`src/rtl/irq_route_pkg.sv`:
```
package irq_route_pkg;

    // Kinds of access after offset and index decode
    typedef enum logic [2:0] {
        K_SEL,
        K_ID,
        K_VER,
        K_ARB,
        K_ENTRY,
        K_UNDEF,
        K_BADADDR
    } acc_kind_e;

    typedef struct packed {
        logic [31:0] hi;
        logic [31:0] lo;
    } route_ent_t;

    localparam logic [31:0] LO_KEEP  = 32'h0001_AFFF;
    localparam logic [31:0] HI_KEEP  = 32'hFF00_0000;
    localparam logic [31:0] LO_RESET = 32'h0001_0000;

endpackage

```
`src/rtl/irq_route_decode.sv`:
```
module irq_route_decode
    import irq_route_pkg::*;
#(
    parameter int unsigned ADDR_W  = 8,
    parameter int unsigned NUM_ENT = 24,
    parameter int unsigned ENT_W   = 5
) (
    input  logic [ADDR_W-1:0] addr,
    input  logic [7:0]        sel,
    output acc_kind_e         kind,
    output logic [ENT_W-1:0]  ent_idx,
    output logic              ent_hi
);
    localparam int unsigned SEL_OFF   = 0;
    localparam int unsigned WIN_OFF   = 16;
    localparam int unsigned TBL_BASE  = 16;
    localparam int unsigned TBL_LIMIT = TBL_BASE + 2 * NUM_ENT;

    logic [7:0] rel;

    always_comb begin
        rel     = sel - 8'(TBL_BASE);
        ent_idx = ENT_W'(rel[7:1]);
        ent_hi  = sel[0];
        if (int'(addr) == SEL_OFF) begin
            kind = K_SEL;
        end else if (int'(addr) != WIN_OFF) begin
            kind = K_BADADDR;
        end else if (sel == 8'd0) begin
            kind = K_ID;
        end else if (sel == 8'd1) begin
            kind = K_VER;
        end else if (sel == 8'd2) begin
            kind = K_ARB;
        end else if (int'(sel) >= TBL_BASE && int'(sel) < TBL_LIMIT) begin
            kind = K_ENTRY;
        end else begin
            kind = K_UNDEF;
        end
    end
endmodule

```
`src/rtl/irq_route_table.sv`:
```
module irq_route_table
    import irq_route_pkg::*;
#(
    parameter int unsigned NUM_ENT = 24,
    parameter int unsigned ENT_W   = 5
) (
    input  logic                   clk,
    input  logic                   rst_n,
    input  logic                   wr_en,
    input  logic [ENT_W-1:0]       wr_idx,
    input  logic                   wr_hi,
    input  logic [31:0]            wr_data,
    input  logic [ENT_W-1:0]       rd_idx,
    input  logic                   rd_hi,
    output logic [31:0]            rd_data,
    output logic [64*NUM_ENT-1:0]  route_o
);
    route_ent_t tbl_d [NUM_ENT];
    route_ent_t tbl_q [NUM_ENT];

    always_comb begin
        for (int i = 0; i < NUM_ENT; i++) begin
            tbl_d[i] = tbl_q[i];
        end
        if (wr_en && int'(wr_idx) < NUM_ENT) begin
            if (wr_hi) begin
                tbl_d[wr_idx].hi = wr_data & HI_KEEP;
            end else begin
                tbl_d[wr_idx].lo = wr_data & LO_KEEP;
            end
        end
        rd_data = '0;
        if (int'(rd_idx) < NUM_ENT) begin
            rd_data = rd_hi ? tbl_q[rd_idx].hi : tbl_q[rd_idx].lo;
        end
    end

    always_ff @(posedge clk) begin
        for (int i = 0; i < NUM_ENT; i++) begin
            if (!rst_n) begin
                tbl_q[i] <= '{hi: 32'h0, lo: LO_RESET};
            end else begin
                tbl_q[i] <= tbl_d[i];
            end
        end
    end

    for (genvar g = 0; g < NUM_ENT; g++) begin : g_ent
        assign route_o[64*g +: 64] = tbl_q[g];

        // reserved bits never reach the stored entry
        p_resv_zero_r9: assert property (@(posedge clk) disable iff (!rst_n)
            ((tbl_q[g].lo & ~LO_KEEP) == 32'h0) && ((tbl_q[g].hi & ~HI_KEEP) == 32'h0));

        // a low-half write to this entry lands one cycle later
        p_lo_write_r11: assert property (@(posedge clk) disable iff (!rst_n)
            (wr_en && !wr_hi && int'(wr_idx) == g) |=>
                (tbl_q[g].lo == ($past(wr_data) & LO_KEEP)));
    end
endmodule

```
`src/rtl/irq_route_regs.sv`:
```
module irq_route_regs
    import irq_route_pkg::*;
#(
    parameter int unsigned ADDR_W   = 8,
    parameter int unsigned NUM_ENT  = 24,
    parameter logic [3:0]  ID_RESET = 4'h0,
    parameter logic [7:0]  VERSION  = 8'h20
) (
    input  logic                   clk,
    input  logic                   rst_n,
    input  logic                   bus_valid,
    input  logic                   bus_write,
    input  logic [ADDR_W-1:0]      bus_addr,
    input  logic [31:0]            bus_wdata,
    output logic                   rsp_valid,
    output logic [31:0]            rsp_rdata,
    output logic                   rsp_addr_err,
    output logic                   rsp_undef_warn,
    output logic [64*NUM_ENT-1:0]  route_o
);
    localparam int unsigned ENT_W    = (NUM_ENT > 1) ? $clog2(NUM_ENT) : 1;
    localparam logic [31:0] VER_WORD = {8'h00, 8'(NUM_ENT - 1), 8'h00, VERSION};

    typedef struct packed {
        logic [7:0]  sel;
        logic [3:0]  id;
        logic [3:0]  arb;
        logic        rsp_valid;
        logic [31:0] rdata;
        logic        err;
        logic        warn;
    } regs_t;

    regs_t            st_d, st_q;
    acc_kind_e        kind;
    logic [ENT_W-1:0] ent_idx;
    logic             ent_hi;
    logic             tbl_wr;
    logic [31:0]      tbl_rd;

    irq_route_decode #(
        .ADDR_W (ADDR_W),
        .NUM_ENT(NUM_ENT),
        .ENT_W  (ENT_W)
    ) u_dec (
        .addr   (bus_addr),
        .sel    (st_q.sel),
        .kind   (kind),
        .ent_idx(ent_idx),
        .ent_hi (ent_hi)
    );

    irq_route_table #(
        .NUM_ENT(NUM_ENT),
        .ENT_W  (ENT_W)
    ) u_tbl (
        .clk    (clk),
        .rst_n  (rst_n),
        .wr_en  (tbl_wr),
        .wr_idx (ent_idx),
        .wr_hi  (ent_hi),
        .wr_data(bus_wdata),
        .rd_idx (ent_idx),
        .rd_hi  (ent_hi),
        .rd_data(tbl_rd),
        .route_o(route_o)
    );

    always_comb begin
        st_d           = st_q;
        st_d.rsp_valid = bus_valid;
        st_d.rdata     = '0;
        st_d.err       = 1'b0;
        st_d.warn      = 1'b0;
        tbl_wr         = 1'b0;
        if (bus_valid) begin
            case (kind)
                K_SEL: begin
                    if (bus_write) st_d.sel = bus_wdata[7:0];
                    else           st_d.rdata = {24'h0, st_q.sel};
                end
                K_ID: begin
                    if (bus_write) st_d.id = bus_wdata[27:24];
                    else           st_d.rdata = {4'h0, st_q.id, 24'h0};
                end
                K_VER: begin
                    if (!bus_write) st_d.rdata = VER_WORD;
                end
                K_ARB: begin
                    if (bus_write) st_d.arb = bus_wdata[27:24];
                    else           st_d.rdata = {4'h0, st_q.arb, 24'h0};
                end
                K_ENTRY: begin
                    if (bus_write) tbl_wr = 1'b1;
                    else           st_d.rdata = tbl_rd;
                end
                K_UNDEF: st_d.warn = 1'b1;
                default: st_d.err  = 1'b1;
            endcase
        end
    end

    always_ff @(posedge clk) begin
        if (!rst_n) begin
            st_q     <= '0;
            st_q.id  <= ID_RESET;
            st_q.arb <= ID_RESET;
        end else begin
            st_q <= st_d;
        end
    end

    assign rsp_valid      = st_q.rsp_valid;
    assign rsp_rdata      = st_q.rdata;
    assign rsp_addr_err   = st_q.err;
    assign rsp_undef_warn = st_q.warn;

    // every request is answered in the next cycle
    p_rsp_follows_r2: assert property (@(posedge clk) disable iff (!rst_n)
        bus_valid |=> rsp_valid);
    // no request, no response
    p_rsp_idle_r2: assert property (@(posedge clk) disable iff (!rst_n)
        !bus_valid |=> !rsp_valid);
    // an illegal offset returns zero data and no warning
    p_bad_addr_zero_r1: assert property (@(posedge clk) disable iff (!rst_n)
        rsp_addr_err |-> (rsp_rdata == 32'h0 && !rsp_undef_warn && rsp_valid));
    // an illegal-offset write leaves the table unchanged
    p_bad_addr_stable_r1: assert property (@(posedge clk) disable iff (!rst_n)
        (bus_valid && bus_write && kind == K_BADADDR) |=> $stable(route_o));
    // an undefined index reads as zero
    p_undef_zero_r10: assert property (@(posedge clk) disable iff (!rst_n)
        rsp_undef_warn |-> (rsp_rdata == 32'h0 && rsp_valid));
endmodule

```
`config.mk`:
```
export PLATFORM = sky130hd
export DESIGN_NAME = irq_route_regs
export DESIGN_NICKNAME = d
export VERILOG_FILES = /design/src/rtl/irq_route_pkg.sv /design/src/rtl/irq_route_decode.sv /design/src/rtl/irq_route_table.sv /design/src/rtl/irq_route_regs.sv
export SDC_FILE = /design/constraint.sdc
export NUM_CORES = 1
export LEC_CHECK = 0
export BUFFER_PORTS_ARGS = -buffer_cell sky130_fd_sc_hd__buf_4
export CAP_MARGIN = 0
export CORE_AREA = 2 2 637 639
export DETAILED_ROUTE_END_ITERATION = 12
export DIE_AREA = 0 0 639 641
export PLACE_DENSITY = 0.3
export SYNTH_ARGS = -nofsm -noshare
export SYNTH_HDL_FRONTEND = slang
export SYNTH_SLANG_ARGS = --single-unit
```
`constraint.sdc`:
```
create_clock -name clk -period 6.06 [get_ports clk]
set_input_delay 0.606 -clock clk [delete_from_list [all_inputs] [get_ports clk]]
set_output_delay 0.606 -clock clk [all_outputs]
set_load 0.01 [all_outputs]
```
Word-level counts from Yosys, hierarchy flattened
Memory sizes are Yosys's and may differ from the RTL's.
Index checks and enable logic that the tools add are counted.
Storage, ports and cells
  register bits after elaboration: 51
  bits in writable memories: 1536
  input bits: 44
  word-level logic and storage cells: 111
  memories kept: 1
Operators by class
  add/sub/neg operators: 1
  $lt $le $gt $ge: 5
  equality and inequality tests: 8
  mux-type cells: 53
  bitwise operators: 25
  reductions and logical operators: 11
Memory list
  u_tbl.tbl_q: words 24, bits a word 64, rd ports 25, clocked after Yosys merged registers in 0, wr ports 24, line irq_route_table.sv:19  | route_ent_t tbl_q [NUM_ENT];
Operator list (count)
  bitwise mux 1536 bit: 2
  two-way mux 1536 bit: 2
  two-way mux 64 bit: 25
  demux 64 bit (select 5 bit): 2
  case mux 32 bit (5 select lines): 1
  two-way mux 32 bit: 4
  two-way mux 28 bit: 2
  OR 1 bit: 24
  two-way mux 21 bit: 1
  logical NOT 8 bit: 2
  two-way mux 3 bit: 5
  AND reduction 3 bit: 3
  equality test 8 x 1 -> 1 bit (second input constant): 1
  equality test 8 x 2 -> 1 bit (second input constant): 1
  greater-or-equal comparator 8 x 5 -> 1 bit (second input constant): 1
  < comparator 8 x 7 -> 1 bit (second input constant): 1
  two-way mux 1 bit: 8
  two-way mux 8 bit: 1
  inequality test 8 x 5 -> 1 bit (second input constant): 1
  equality test 3 x 2 -> 1 bit (second input constant): 2
  equality test 3 bit (second input constant): 2
  greater-or-equal comparator 6 bit (second input constant): 1
  < comparator 6 x 1 -> 1 bit (second input constant): 1
  NOT 5 -> 6 bit: 1
  other kinds (7): 9

Logic depth before layout (Yosys ltp)
  word-level depth: 14
  mapped depth: 12

Cells and area by module
A second synthesis with hierarchy kept.
Unflattened totals
  cells, all modules: 3729
  area total of the unflattened synthesis: 35524.1 um^2
Modules (own cells, without submodules)
  irq_route_table: instances 1, cells an instance 3497, area an instance 33258.1 um^2, sequential area each 11050.6 um^2
  irq_route_regs: instances 1, cells an instance 204, area an instance 2078.2 um^2, sequential area each 1021.0 um^2
  irq_route_decode: instances 1, cells an instance 28, area an instance 187.7 um^2, sequential area each 0.0 um^2

Worst setup path before layout
Ideal clock, no wire load.
  path kind: register to register
  start: reg st_q[47] in the netlist's numbering
  end: mem u_tbl.tbl_q[6][16] in the netlist's numbering
  data arrival time: 2.823 ns
  data required time: 5.931 ns
  setup slack: 3.108 ns
  cell stages (with the launch flop): 11
  buffers on the path: 4
  period minus slack after synthesis: 2.952 ns
  cells stage by stage: dfxtp_1 > clkbuf_1 > inv_2 > clkbuf_1 > ha_1 > clkbuf_1 > nor4b_1 > nor4b_4 > buf_4 > mux2i_1 > nand2_1
RTL lines
  from (decl): line irq_route_regs.sv:34  | regs_t st_d, st_q;
  from (signal assigned): line irq_route_regs.sv:109  | st_q <= st_d;
  to (decl): line irq_route_table.sv:19

==> metrics.md <==
| Metric | Value |
|---|---|
| Outcome | finished, final reports clean |
| Top delay family on crit path | simple AND/OR/NAND/NOR gates |
| Initial antenna violation count | 17 |
| Post-Syn Area | 34100 sq um |
| Max Slew Vio Count | 0 |
| LEAKAGE | 0.0188 uW |
| Fin crit share | 66.6% |
| Synth Area in Simple Gates | 12.9% |
| Die ar. | 410000 sq um |
| Longest Clk Path Bufs | 4 |
| Tmin final | 4030 ps |
| IO buf count | 621 |
| Seq pwr share | 38.8% |
| Clk Latency, worst-skew pair | 850 ps |
| Mean area per synthesized cell | 9.43 sq um |
| Vias in the first global route | 23833 |
| Critical path startpoint category | flip-flop |
| DR pass1 iterations | 5 |
| Syn Inst Count | 3613 |
| Post-synthesis register bit count | 596 |
| CP Cell Sequence | buf_4 > nand2_1 > nor4_4 > nand2_2 > mux2i_1 |
| GPL Wtd Cong | 0.781 |
| Setup bufs post-CTS | 0 |
| First-pass GRT wire length | 268 mm |
| Adder-cell share of the synthesized area | 0.147% |
| Via count of the routed design | 25082 |
| Proportion of layout cells with a drive suffix above 1 | 25.1% |
| Largest net degree at the start of global routing | 185 |
| CTS Sinks | 596 |
| Power Density | 228 nW/um^2 |
| Worst path buffer plus inverter count | 1 |
| Net Sw Frac | 27.1% |
| Sum Neg Setup Slack | 0 ps |
| Synth cell types | 56 |
| Synth async-reset ratio | 0% |
| Critical-path top delay cell | nand2_2 |
| Number of flops mapped to enable cells by yosys | 0 |
| Max Fclk | 248 MHz |
| Synthesis warning total | 0 |
| Crit Path Class | reg2reg |
| Cts bufs inserted | 91 |
| Combinational fraction of design power | 5.7% |
| Psw | 2730 uW |
| DRC Markers | 0 |
| Reg clk slew, reported paths | 60 ps |
| Crit path DAT | 4680 ps |
| Initial Utilization | 8.48% |
| Max_cap viols | 0 |
| Routed vias/inst | 2.63 |
| Final Cell Area | 44300 sq um |
| Relative slew slack | 19.2% |
| Main synth FF type | dfxtp_1 |
| Row Count | 233 |
| Crit-path max FO | 42 |
| CTS tree | done |
| Clk pwr share | 55.5% |
| H-tree Lvls | 3 |
| GRT Resource Usage Total | 10.1% |
| Initial drt markers | 1183 |
| # setup viols final | 0 |
| Root Driver | clkbuf_16 |
| Required @ worst endpoint | 6710 ps |
| Width of the die | 639 um |
| Synth top area share | 35.0% |
| Total core area | 402000 sq um |
| WL/cell | 22.8 um |
| Synth top area cells | dfxtp_1, buf_4, mux2i_1 |
| Ports | 1615 |
| Crit. End Element | flip-flop |
| Synth-to-layout area growth | 30.0% |
| Yosys top cell by area | dfxtp_1 |
| Worst slew pin tran | 1210 ps |
| Final HPWL DP | 175 mm |
| Synth Area in Compound Gates | 5.42% |
| Skew final | 124 ps |
| Post-route ant nets | 0 |
| Die H | 641 um |
| Largest family of logic cells by synthesized area | buffers and inverters |
| Post-Synth XOR/XNOR Area | 0.0257% |
| Placed inst area | 41200 sq um |
| Internal power | 7370 uW |
| Seq/Total Area, Yosys | 35.0% |
| RSZ-0062 raised after global routing | false |
| Max IR drop VDD | 198 uV |
| GRT overflow | 0 |
| Hold Vio Cnt, Final | 0 |
| CP max stage delay | 890 ps |
| # nets final | 4204 |
| Final WL | 217 mm |
| Worst hold-check path type | in2reg |
| Mux cell area share after synthesis | 21.4% |
-- power by group through the flow --
stage | Combinational, uW | Sequential [uW] | Clock, uW
final | 576 | 3920 | 5600
after floorplan | 861 | 4010 | 0
after detailed placement | 577 | 4010 | 0
after global routing | 641 | 3920 | 5980
after CTS | 579 | 3920 | 5870
after global placement | 575 | 4010 | 0
-- cell usage in the layout (no fill, tap or decap), types with 6 or more instances in the layout --
| cell | n |
|---|---|
| a211oi_1 | 11 |
| a21boi_0 | 176 |
| a21oi_1 | 10 |
| a22oi_1 | 10 |
| a32o_1 | 6 |
| and2_1 | 6 |
| buf_4 | 687 |
| bufinv_16 | 9 |
| clkbuf_1 | 14 |
| clkbuf_16 | 93 |
| clkbuf_8 | 16 |
| clkinv_2 | 13 |
| conb_1 | 985 |
| dfxtp_1 | 592 |
| diode_2 | 11 |
| mux2i_1 | 396 |
| mux4_2 | 148 |
| nand2_1 | 741 |
| nand2_2 | 29 |
| nand2b_1 | 6 |
| nand3_1 | 23 |
| nand3_2 | 6 |
| nor2_1 | 34 |
| nor2b_1 | 76 |
| nor3_2 | 9 |
| nor4_1 | 6 |
| nor4_4 | 10 |
| o21ai_0 | 10 |
| o22ai_1 | 11 |
-- state kept, by name, summed over array words and instances, names as in the netlist --
register / cells
rsp_rdata: 25
u_tbl.tbl_q: 552
rsp_undef_warn: 1
st_q: 16
rsp_addr_err: 1
rsp_valid: 1
-- metrics by stage --
step / power, uW / worst slack, ps / std cells / utilization [%] / hold slack, ps
after floorplan: 4870 / 3110 / 4597 / - / 483
after global placement: 4580 / 1930 / 9346 / 10.2 / 463
after detailed placement: 4580 / 1880 / 9346 / 10.2 / 467
after CTS: 10400 / 1910 / 9509 / 11.0 / 4.31
after global routing: 10500 / 1820 / 9512 / 11.0 / 49.8
final: 10100 / 2030 / 9520 / 11.0 / 90.8
-- cell usage after synthesis, types with 2 or more instances --
cell type	number
a311oi_1	2
nand2_1	743
ha_1	4
a21boi_0	176
o21bai_1	2
inv_1	5
o21ai_0	10
a31oi_1	3
and3_1	8
nor4b_4	2
nand2_2	27
nand4_2	2
clkbuf_1	151
nor2_1	34
dfxtp_1	596
a21oi_1	10
or3_1	2
buf_4	1027
nor4_1	6
nor4_4	10
a32o_1	6
buf_2	39
o22ai_1	11
nor3_1	12
o32ai_1	2
mux2i_1	396
nor2b_1	77
a22oi_1	10
nor3_2	3
nand2b_1	6
o221ai_1	2
or2_2	2
nor4b_1	2
buf_1	10
a211oi_1	11
mux4_2	148
nand3_1	29
and2_1	6
nand4_1	4
-- tightest hold or removal path: cells and delay by family --
| kind | cells | cell delay [ps] |
|---|---|---|
| buf+inv | 1 | 120 |
| mux | 1 | 70 |
| simple gates | 1 | 90 |
-- cell type report --
cell class | instances | area [sq um]
Sequential cell | 596 | 11900
Clock buffer | 123 | 2600
Multi-Input combinational cell | 2767 | 17400
Fill cell | 46179 | 358000
Antenna cell | 11 | 27.5
Clock inverter | 36 | 460
Timing Repair Buffer | 694 | 5250
Inverter | 6 | 22.5
Tap cell | 5287 | 6620
-- metal layers --
metal | track usage (%) | share of wire [%]
met1 | 9.95 | 34
met2 | 19.7 | 56
met3 | 2.96 | 7.5
met4 | 3.30 | 3.4
met5 | 0 | 0.012
-- cells by family (layout without fill, tap and decap cells) --
kind of cell	after synthesis	after routing
adders and majority gates	4	4
AOI/OAI and AO/OA	251	251
DFF	596	596
and+or+nand+nor	981	981
muxes	545	545
other	1	996
buffers and inverters	1234	859
xor gates and xnor gates	1	1
-- path summary, 6_finish.rpt --
| check | start | slack (ps) | cells after the start | endpoint |
|---|---|---|---|---|
| max | st_q[44] | 2030 | 5 | u_tbl.tbl_q[19][13] |
| min | bus_wdata[31] | 90 | 3 | u_tbl.tbl_q[4][63] |
| max reg2reg | st_q[44] | 2030 | 5 | u_tbl.tbl_q[19][13] |
| min reg2reg | u_tbl.tbl_q[19][2] | 470 | 2 | u_tbl.tbl_q[19][2] |
-- repair_timing --
item | 4_1_cts | 5_1_grt
hold buffers | 4 | 0
hold endpoints to repair | 8 | 0
resized for setup | 0 | 0
No activity file was read; power rests on OpenSTA's default activity.
